[src/rtl/pwm_xg_pkg.sv]
package pwm_xg_pkg;
  localparam int NPAIR = 3;
  localparam int CW    = 3 + 2 * NPAIR;
  localparam int XBASE = 2 * NPAIR;

  // crossover bit of pair p (A=0 at the top bit)
  function automatic int xbit(input int p);
    return CW - 1 - p;
  endfunction

  // mask bit of the high-side pin of pair p
  function automatic int mhi_bit(input int p);
    return XBASE - 2 - 2 * p;
  endfunction

  // mask bit of the low-side pin of pair p
  function automatic int mlo_bit(input int p);
    return XBASE - 1 - 2 * p;
  endfunction
endpackage

[src/rtl/pwm_xg_shadow.sv]
module pwm_xg_shadow
  import pwm_xg_pkg::*;
(
  input  logic          clk,
  input  logic          rst_n,
  input  logic [CW-1:0] ctrl_wr,
  input  logic          sync_in,
  input  logic          mid_in,
  input  logic          dbl_mode,
  output logic [CW-1:0] act_q,
  output logic          load_evt
);
  logic sync_d, mid_d;
  logic sync_rise, mid_rise;

  assign sync_rise = sync_in & ~sync_d;
  assign mid_rise  = mid_in & ~mid_d;
  assign load_evt  = sync_rise | (dbl_mode & mid_rise);

  always_ff @(posedge clk or negedge rst_n) begin
    if (!rst_n) begin
      sync_d <= 1'b0;
      mid_d  <= 1'b0;
      act_q  <= '0;
    end else begin
      sync_d <= sync_in;
      mid_d  <= mid_in;
      if (load_evt) act_q <= ctrl_wr;
    end
  end


  hold_between_chk: assert property (@(posedge clk) disable iff (!rst_n)
    (!sync_in && !mid_in) |=> $stable(act_q));


  mid_single_chk: assert property (@(posedge clk) disable iff (!rst_n)
    (!dbl_mode && !sync_in) |=> $stable(act_q));
endmodule

[src/rtl/pwm_xg_cross.sv]
module pwm_xg_cross
  import pwm_xg_pkg::*;
(
  input  logic [CW-1:0]    act,
  input  logic [NPAIR-1:0] raw_hi,
  input  logic [NPAIR-1:0] raw_lo,
  output logic [NPAIR-1:0] x_hi,
  output logic [NPAIR-1:0] x_lo
);
  for (genvar p = 0; p < NPAIR; p++) begin : g_pair
    localparam int XB = xbit(p);
    assign x_hi[p] = act[XB] ? raw_lo[p] : raw_hi[p];
    assign x_lo[p] = act[XB] ? raw_hi[p] : raw_lo[p];
  end
endmodule

[src/rtl/pwm_xg_gate.sv]
module pwm_xg_gate
  import pwm_xg_pkg::*;
(
  input  logic             clk,
  input  logic             rst_n,
  input  logic [CW-1:0]    act,
  input  logic [NPAIR-1:0] x_hi,
  input  logic [NPAIR-1:0] x_lo,
  output logic [NPAIR-1:0] pin_hi,
  output logic [NPAIR-1:0] pin_lo
);
  logic [NPAIR-1:0] m_hi, m_lo;

  for (genvar p = 0; p < NPAIR; p++) begin : g_mask
    localparam int HB = mhi_bit(p);
    localparam int LB = mlo_bit(p);
    assign m_hi[p] = act[HB];
    assign m_lo[p] = act[LB];


    mask_hi_chk: assert property (@(posedge clk) disable iff (!rst_n)
      act[HB] |=> pin_hi[p]);

    mask_lo_chk: assert property (@(posedge clk) disable iff (!rst_n)
      act[LB] |=> pin_lo[p]);
  end

  always_ff @(posedge clk or negedge rst_n) begin
    if (!rst_n) begin
      pin_hi <= '1;
      pin_lo <= '1;
    end else begin
      pin_hi <= x_hi | m_hi;
      pin_lo <= x_lo | m_lo;
    end
  end
endmodule

[src/rtl/pwm_xg_top.sv]
module pwm_xg_top
  import pwm_xg_pkg::*;
(
  input  logic             clk,
  input  logic             rst_n,
  input  logic [NPAIR-1:0] raw_hi,
  input  logic [NPAIR-1:0] raw_lo,
  input  logic [CW-1:0]    ctrl_wr,
  input  logic             sync_in,
  input  logic             mid_in,
  input  logic             dbl_mode,
  output logic [NPAIR-1:0] pin_hi,
  output logic [NPAIR-1:0] pin_lo
);
  logic [CW-1:0]    act_q;
  logic             load_evt;
  logic [NPAIR-1:0] x_hi, x_lo;

  pwm_xg_shadow u_shadow (
    .clk(clk), .rst_n(rst_n), .ctrl_wr(ctrl_wr), .sync_in(sync_in),
    .mid_in(mid_in), .dbl_mode(dbl_mode), .act_q(act_q), .load_evt(load_evt)
  );

  pwm_xg_cross u_cross (
    .act(act_q), .raw_hi(raw_hi), .raw_lo(raw_lo), .x_hi(x_hi), .x_lo(x_lo)
  );

  pwm_xg_gate u_gate (
    .clk(clk), .rst_n(rst_n), .act(act_q), .x_hi(x_hi), .x_lo(x_lo),
    .pin_hi(pin_hi), .pin_lo(pin_lo)
  );

  for (genvar p = 0; p < NPAIR; p++) begin : g_chk

    straight_hi_chk: assert property (@(posedge clk) disable iff (!rst_n)
      (!act_q[xbit(p)] && !act_q[mhi_bit(p)]) |=> (pin_hi[p] == $past(raw_hi[p])));

    swap_lo_chk: assert property (@(posedge clk) disable iff (!rst_n)
      (act_q[xbit(p)] && !act_q[mlo_bit(p)]) |=> (pin_lo[p] == $past(raw_hi[p])));
  end
endmodule

[config.mk]
export PLATFORM = sky130hd
export DESIGN_NAME = pwm_xg_top
export DESIGN_NICKNAME = d
export VERILOG_FILES = /design/src/rtl/pwm_xg_pkg.sv /design/src/rtl/pwm_xg_shadow.sv /design/src/rtl/pwm_xg_cross.sv /design/src/rtl/pwm_xg_gate.sv /design/src/rtl/pwm_xg_top.sv
export SDC_FILE = /design/constraint.sdc
export NUM_CORES = 1
export LEC_CHECK = 0
export ABC_CLOCK_PERIOD_IN_PS = 1500
export CORE_MARGIN = 10
export CORE_UTILIZATION = 25
export CTS_CLUSTER_DIAMETER = 150
export DETAILED_ROUTE_END_ITERATION = 10
export PLACE_DENSITY = 0.55
export SLEW_MARGIN = 25
export SYNTH_ARGS = -nofsm -noshare
export SYNTH_HDL_FRONTEND = slang
export SYNTH_SLANG_ARGS = --single-unit
[constraint.sdc]
create_clock -name clk -period 1.5 [get_ports clk]
set_input_delay 0.15 -clock clk [delete_from_list [all_inputs] [get_ports clk]]
set_output_delay 0.15 -clock clk [all_outputs]
set_load 0.1 [all_outputs]
==> summary.md, run 1 <==
| Metric | Value |
|---|---|
| Status | complete, no violations |
| First-pass DRT Iterations | 2 |
| F_max | 0.807 GHz |
| Post-Syn Instances | 41 |
| I/O Pins | 26 |
| Wire length per cell | 13.2 um |
| Leak | 0.429 nW |
| Clk slew on worst S/H paths | 0.09 ns |
| Diode count | 0 |
| Crit-path max FO | 9 |
| Vias in the first global route | 496 |
| RSZ-0062 raised after global routing | no |
| Overall power | 1.29 mW |
| Post-Syn Nets | 61 |
| Power Density | 1250 nW/um^2 |
| CTS Root Cell | clkbuf_4 |
| Reg2Reg Setup Slack | 0.28 ns |
| Slew @ Worst Pin | 0.369 ns |
| Post-CTS Resized | 0 |
| RR Startpoint | u_shadow.sync_d$_DFF_PN0_ |
| Core Area | 2480 um^2 |
| Initial DRC count | 11 |
| CTS H-tree lvls | 1 |
| DIE HEIGHT | 71.1 um |
| Share of cells above drive strength 1 | 36.6% |
| TritonCTS clock tree | yes |
| Slowest Stage Delay on Critical Path | 0.47 ns |
| Setup violators final | 0 |
| Slew Viols, Final | 0 |
| End of the critical path | u_shadow.act_q[5]$_DFFE_PN0P_ |
| Avg Cell Area, Syn | 15.9 um^2 |
| First-pass GRT wire length | 2.30 mm |
| Crit share post-route | 82.6% |
| # rows | 18 |
| Worst relative slew slack | 75.4% |
| Critical path, cell by cell | clkdlybuf4s50_1 > inv_1 > o22ai_4 > mux2_2 |
| TritonCTS Sinks | 17 |
| P&R area growth vs syn | 58.5% |
| Vias per cell | 4.30 |
| Slowest stage cell, crit path | clkdlybuf4s50_1 |
| Hold-fix buffers, CTS | 0 |
| Critical path startpoint category | primary input |
| R2R cell count | 2 |
| Filler cell count | 256 |
| DIE WIDTH | 71.1 um |
| Yosys warnings | 0 |
| Initial antenna violation count | 0 |
| Drt drc | 0 |
| Peak supply drop | 0.490 mV |
| Final ANT Viol Nets | 0 |
| Fin crit period | 1.24 ns |
| Critical path class | primary input to flip-flop |
| Post-route insts no fill | 101 |
| Max Cap Violations | 0 |
| Pin count of the biggest net entering global routing | 18 |
| Dpl cells | 97 |
| GRT Total Usage | 5.79% |
| Post-Syn Area | 652 um^2 |
| R2R Path End | u_shadow.act_q[5]$_DFFE_PN0P_ |
| Register bit count reported by yosys | 17 |
| Worst clock skew | 0.00163 ns |
| Vias | 434 |
| RD Place Congestion | 0.627 |
| Starting density of the core | 26.3% |
| Post-synth cell types | 8 |
| Final Hold Vio Count | 0 |
| Hold crit path type | primary input to async pin |
| Later-pin clock latency in the skew report | 0.28 ns |
| WP data arrival | 1.41 ns |
| Post-synthesis sequential area ratio | 66.4% |
| TritonCTS Buffers | 3 |
| Setup Buffers After CTS | 0 |
| Crit. Startpoint | sync_in |
| Die ar. | 5050 um^2 |
| WP data required | 1.67 ns |
| Setup crit end kind | flip-flop |
| Total gr overflow | 0 |
| Nets@finish | 92 |
| Post-Route WL | 1.34 mm |
| # port buffers | 25 |
| Max Root-Sink Buffers | 2 |
logic make-up (layout without fill, tap and decap cells):
family | Yosys count | count (layout) | share of synthesized area, %
buffers and inverters | 1 | 31 | 0.575
DFF | 17 | 17 | 66.4
and+or+nand+nor | 7 | 7 | 6.33
AOI/OAI and AO/OA | 7 | 7 | 11.1
muxes | 9 | 9 | 15.5
layer usage:
layer | GRT usage (%) | routed length, um
met4 | 3.87 | 19
met5 | 0 | 0
met3 | 3.21 | 126
met1 | 6.47 | 584
met2 | 8.21 | 606
Yosys cell counts (all sizes together):
library cell	n	area, um^2
a211o	6	52.6
dfrtp	11	275
dfstp	6	158
inv	1	3.75
mux2	9	101
nand2	1	3.75
nor2b	6	37.5
o22ai	1	20.0
sequential cells by signal (all words and copies together) (netlist names):
signal           cells
u_shadow.act_q       9
u_gate.pin_hi        3
u_gate.pin_lo        3
u_shadow.mid_d       1
u_shadow.sync_d      1
cell type report:
cell class                      instances  area (um^2)  share of cell area (%)
Inverter                                1         3.75                   0.363
Timing Repair Buffer                   26          318                    30.8
Multi-Input combinational cell         23          215                    20.8
Clock buffer                            4         26.3                    2.54
Tap cell                               30         37.5                    3.63
Sequential cell                        17          433                    41.9
worst max-delay path: cells and delay by family:
kind,cells,cell delay [ns]
multiplexers,1,0.38
AO/OA/AOI/OAI,1,0.33
buffers and inverters,2,0.54
layout by cell type, fill, tap and decap left out, drive strengths merged:
cell type      netlist  final
a211o                6      6
buf                  0      7
clkbuf               0      4
clkdlybuf4s50        0     19
dfrtp               11     11
dfstp                6      6
inv                  1      1
mux2                 9      9
nand2                1      1
nor2b                6      6
o22ai                1      1
report_power, final:
group	total [mW]	internal [mW]	switching (mW)
Combinational	0.465	0.208	0.257
Sequential	0.596	0.545	0.0508
Clock	0.229	0.103	0.125
Total	1.29	0.856	0.433
worst min path at each step:
stage          slack, ns  depth (start not counted)                             to
2_1_floorplan      -0.15                          0  u_shadow.act_q[0]$_DFFE_PN0P_
3_5_place_dp        0.46                          1     u_gate.pin_hi[0]$_DFF_PN1_
4_1_cts             0.17                          2  u_shadow.act_q[6]$_DFFE_PN0P_
5_1_grt             0.18                          2  u_shadow.act_q[8]$_DFFE_PN0P_
3_3_place_gp        0.46                          1     u_gate.pin_lo[1]$_DFF_PN1_
6_report            0.18                          2  u_shadow.act_q[6]$_DFFE_PN0P_
per-stage QoR:
step,hold slack (ns),util (%),setup WS [ns],cell area (um^2),setup TNS (ns)
after floorplan,-0.146,-,0.385,652,0
after global placement,0.458,40.7,-0.0153,1010,-0.127
after detailed placement,0.457,40.7,-0.0638,1010,-0.546
after CTS,0.174,41.7,0.247,1030,0
after global routing,0.184,41.7,0.182,1030,0
final,0.181,41.7,0.260,1030,0
Power figures use the tool's default switching activity.
==> run 2, diff against run 1 <==
- ABC_CLOCK_PERIOD_IN_PS: 1500 -> 1000
- PLACE_DENSITY: 0.55 -> 0.57
- clock period: 1.5 -> 1 ns (I/O delays scaled with it)
==> run 2 against run 1 <==
  * Highest routed layer unchanged
  * Clock skew shrank 0.0012 ns
  * The run now ends with negative setup slack left
  * Sequential power grew 50%
  * Critical path depth shrank 1
  * Clock-buffer cell count is the same
==> summary.md, run 2 (synthesis gave the netlist of run 1 again) <==
| Metric | Value |
|---|---|
| Hold crit path type | primary input to async pin |
| FF/Latch Area | 433 um^2 (unchanged) |
| Final WS setup | -0.210 ns (-0.471 ns) |
| Wire length per cell | 14.1 um (+6.5%) |
| Filler cell count | 251 (-2.0%) |
| Failing checks | negative setup slack |
| Total gr overflow | 0 (unchanged) |
| Max reg flops | 9 (unchanged) |
| First-pass DRT Iterations | 3 (+1) |
| Power Density | 1830 nW/um^2 (+47%) |
| Initial DRC count | 20 (+9) |
| Wl on met1 | 626 um (+7.2%) |
| Final ANT Viol Nets | 0 (unchanged) |
| DIE HEIGHT | 71.1 um (unchanged) |
| CTS Root Cell | clkbuf_4 |
| Setup violators final | 15 (+15) |
| Biggest regs | u_shadow.act_q x9, u_gate.pin_hi x3, u_gate.pin_lo x3 |
| Post-Route WL | 1.44 mm (+7.6%) |
| Crit share post-route | 121% |
| Core Area | 2480 um^2 (unchanged) |
| Diode count | 0 (unchanged) |
| Dpl cells | 97 (unchanged) |
| Die ar. | 5050 um^2 (unchanged) |
| Share of cells above drive strength 1 | 37.5% (+0.88 points) |
| Commonest cells after routing, fill and taps aside | 19 x clkdlybuf4s50_1, 11 x dfrtp_1, 8 x buf_12 |
| Slew @ Worst Pin | 0.144 ns (-0.225 ns) |
| First-pass GRT wire length | 2.42 mm (+5.1%) |
| Met2 wire len | 689 um (+14%) |
| DPL Wire Length | 1.15 mm |
| Setup crit end kind | flip-flop |
| P&R area growth vs syn | 65.3% |
| Max Cap Violations | 0 (unchanged) |
| Critical path class | flip-flop to flip-flop |
| Vias per cell | 4.34 (+1.1%) |
| Most common cell after layout, fill and taps aside | clkdlybuf4s50_1 |
| Area of the multi-input gates | 226 um^2 (+5.2%) |
| Max Root-Sink Buffers | 2 (unchanged) |
| Pin count of the biggest net entering global routing | 18 (unchanged) |
| Leak | 0.454 nW (+5.9%) |
| Initial antenna violation count | 0 (unchanged) |
| Later-pin clock latency in the skew report | 0.28 ns (about the same) |
| GRT Total Usage | 6.16% (+0.37 points) |
| WP data required | 1.17 ns (-0.50 ns) |
| DIE WIDTH | 71.1 um (unchanged) |
| Fin crit period | 1.21 ns |
| CTS H-tree lvls | 1 (unchanged) |
| Post-route insts no fill | 102 (+0.99%) |
| Worst relative slew slack | 90.4% (+15 points) |
| # rows | 18 (unchanged) |
| Starting density of the core | 26.3% (unchanged) |
| WP data arrival | 1.38 ns (-0.03 ns) |
| Largest Register | u_shadow.act_q |
| Peak supply drop | 0.825 mV (+69%) |
| RD Place Congestion | 0.667 (+6.4%) |
| F_max | 0.826 GHz |
| Critical path startpoint category | flip-flop |
| Worst clock skew | 0.000450 ns (-0.00118 ns) |
| Top Metal Used | met4 |
| TritonCTS Sinks | 17 (unchanged) |
| Drt drc | 0 (unchanged) |
| Status | complete, but fails checks |
| Vias in the first global route | 491 (-1.0%) |
| Vias | 443 (+2.1%) |
| Nets@finish | 93 (+1.1%) |
| Slew Viols, Final | 0 (unchanged) |
| Met3 WL | 112 um (-11%) |
| RSZ-0062 raised after global routing | yes |
| I/O Pins | 26 (unchanged) |
| Clk slew on worst S/H paths | 0.09 ns (about the same) |
| # port buffers | 25 (unchanged) |
| Final Hold Vio Count | 0 (unchanged) |
| Crit-path max FO | 9 (unchanged) |
| TritonCTS clock tree | yes |
| TritonCTS Buffers | 3 (unchanged) |
| Hold Slack | 0.148 ns (-0.0323 ns) |
## run 2: cell types whose count changed in the layout (fill, tap and decap cells not counted), sizes merged
| cell | change |
|---|---|
| buf | +1 |
## run 2: per-layer routing
layer	track usage [%]	vias to the layer above
met2	9.30	16
li1	-	206
met1	6.90	219
met4	3.87	0
met3	2.79	2
met5	0	-
## run 2: what timing repair did
action,CTS,global route
buffers inserted,1,0
setup endpoints to repair,15,15
hold buffers,0,0
pin swaps,1,0
gates resized for setup,2,1
## run 2: final timing paths
path                                                from                       endpoint  slack [ns]  cells after the start
setup / recovery               u_shadow.sync_d$_DFF_PN0_  u_shadow.act_q[0]$_DFFE_PN0P_       -0.21                      3
hold / removal                                     rst_n       u_shadow.mid_d$_DFF_PN0_        0.15                      2
setup reg to reg               u_shadow.sync_d$_DFF_PN0_  u_shadow.act_q[0]$_DFFE_PN0P_       -0.21                      3
hold reg to reg            u_shadow.act_q[0]$_DFFE_PN0P_     u_gate.pin_hi[2]$_DFF_PN1_        0.47                      1
max in group asynchronous                          rst_n     u_gate.pin_hi[0]$_DFF_PN1_        0.65                      2
min in group clk                                  mid_in       u_shadow.mid_d$_DFF_PN0_        0.29                      1
## run 2: where the power goes
part	internal (mW)	total [mW]	switching [mW]	leakage [nW]
Combinational	0.339	0.732	0.393	0.247
Clock	0.155	0.347	0.192	0.0150
Sequential	0.818	0.896	0.0780	0.192
Total	1.31	1.97	0.663	0.454
## run 2: through the flow
stage | setup WS (ns) | area, um^2 | setup TNS [ns] | power (mW) | util [%]
final | -0.210 | 1080 | -2.40 | 1.97 | 43.5
after global routing | -0.260 | 1080 | -3.05 | 2.07 | 43.5
after CTS | -0.200 | 1070 | -2.47 | 2.01 | 43.3
after detailed placement | -0.531 | 1020 | -4.73 | 1.62 | 41.2
after global placement | -0.462 | 1020 | -4.16 | 1.61 | 41.2
after floorplan | -0.115 | 652 | -1.04 | 1.31 | -
## run 2: final cells by class
class                      instances  share of cell area [%]
inverter                           1                   0.348
multi-input combinational         23                    21.0
sequential                        17                    40.2
tap                               30                    3.48
clock buffer                       4                    2.44
timing repair buffer              27                    32.5
## run 2: critical path: stages (launching register included)
cell and delay (ns):
dfrtp_1 0.41, o22ai_4 0.21, buf_12 0.16, mux2_2 0.33
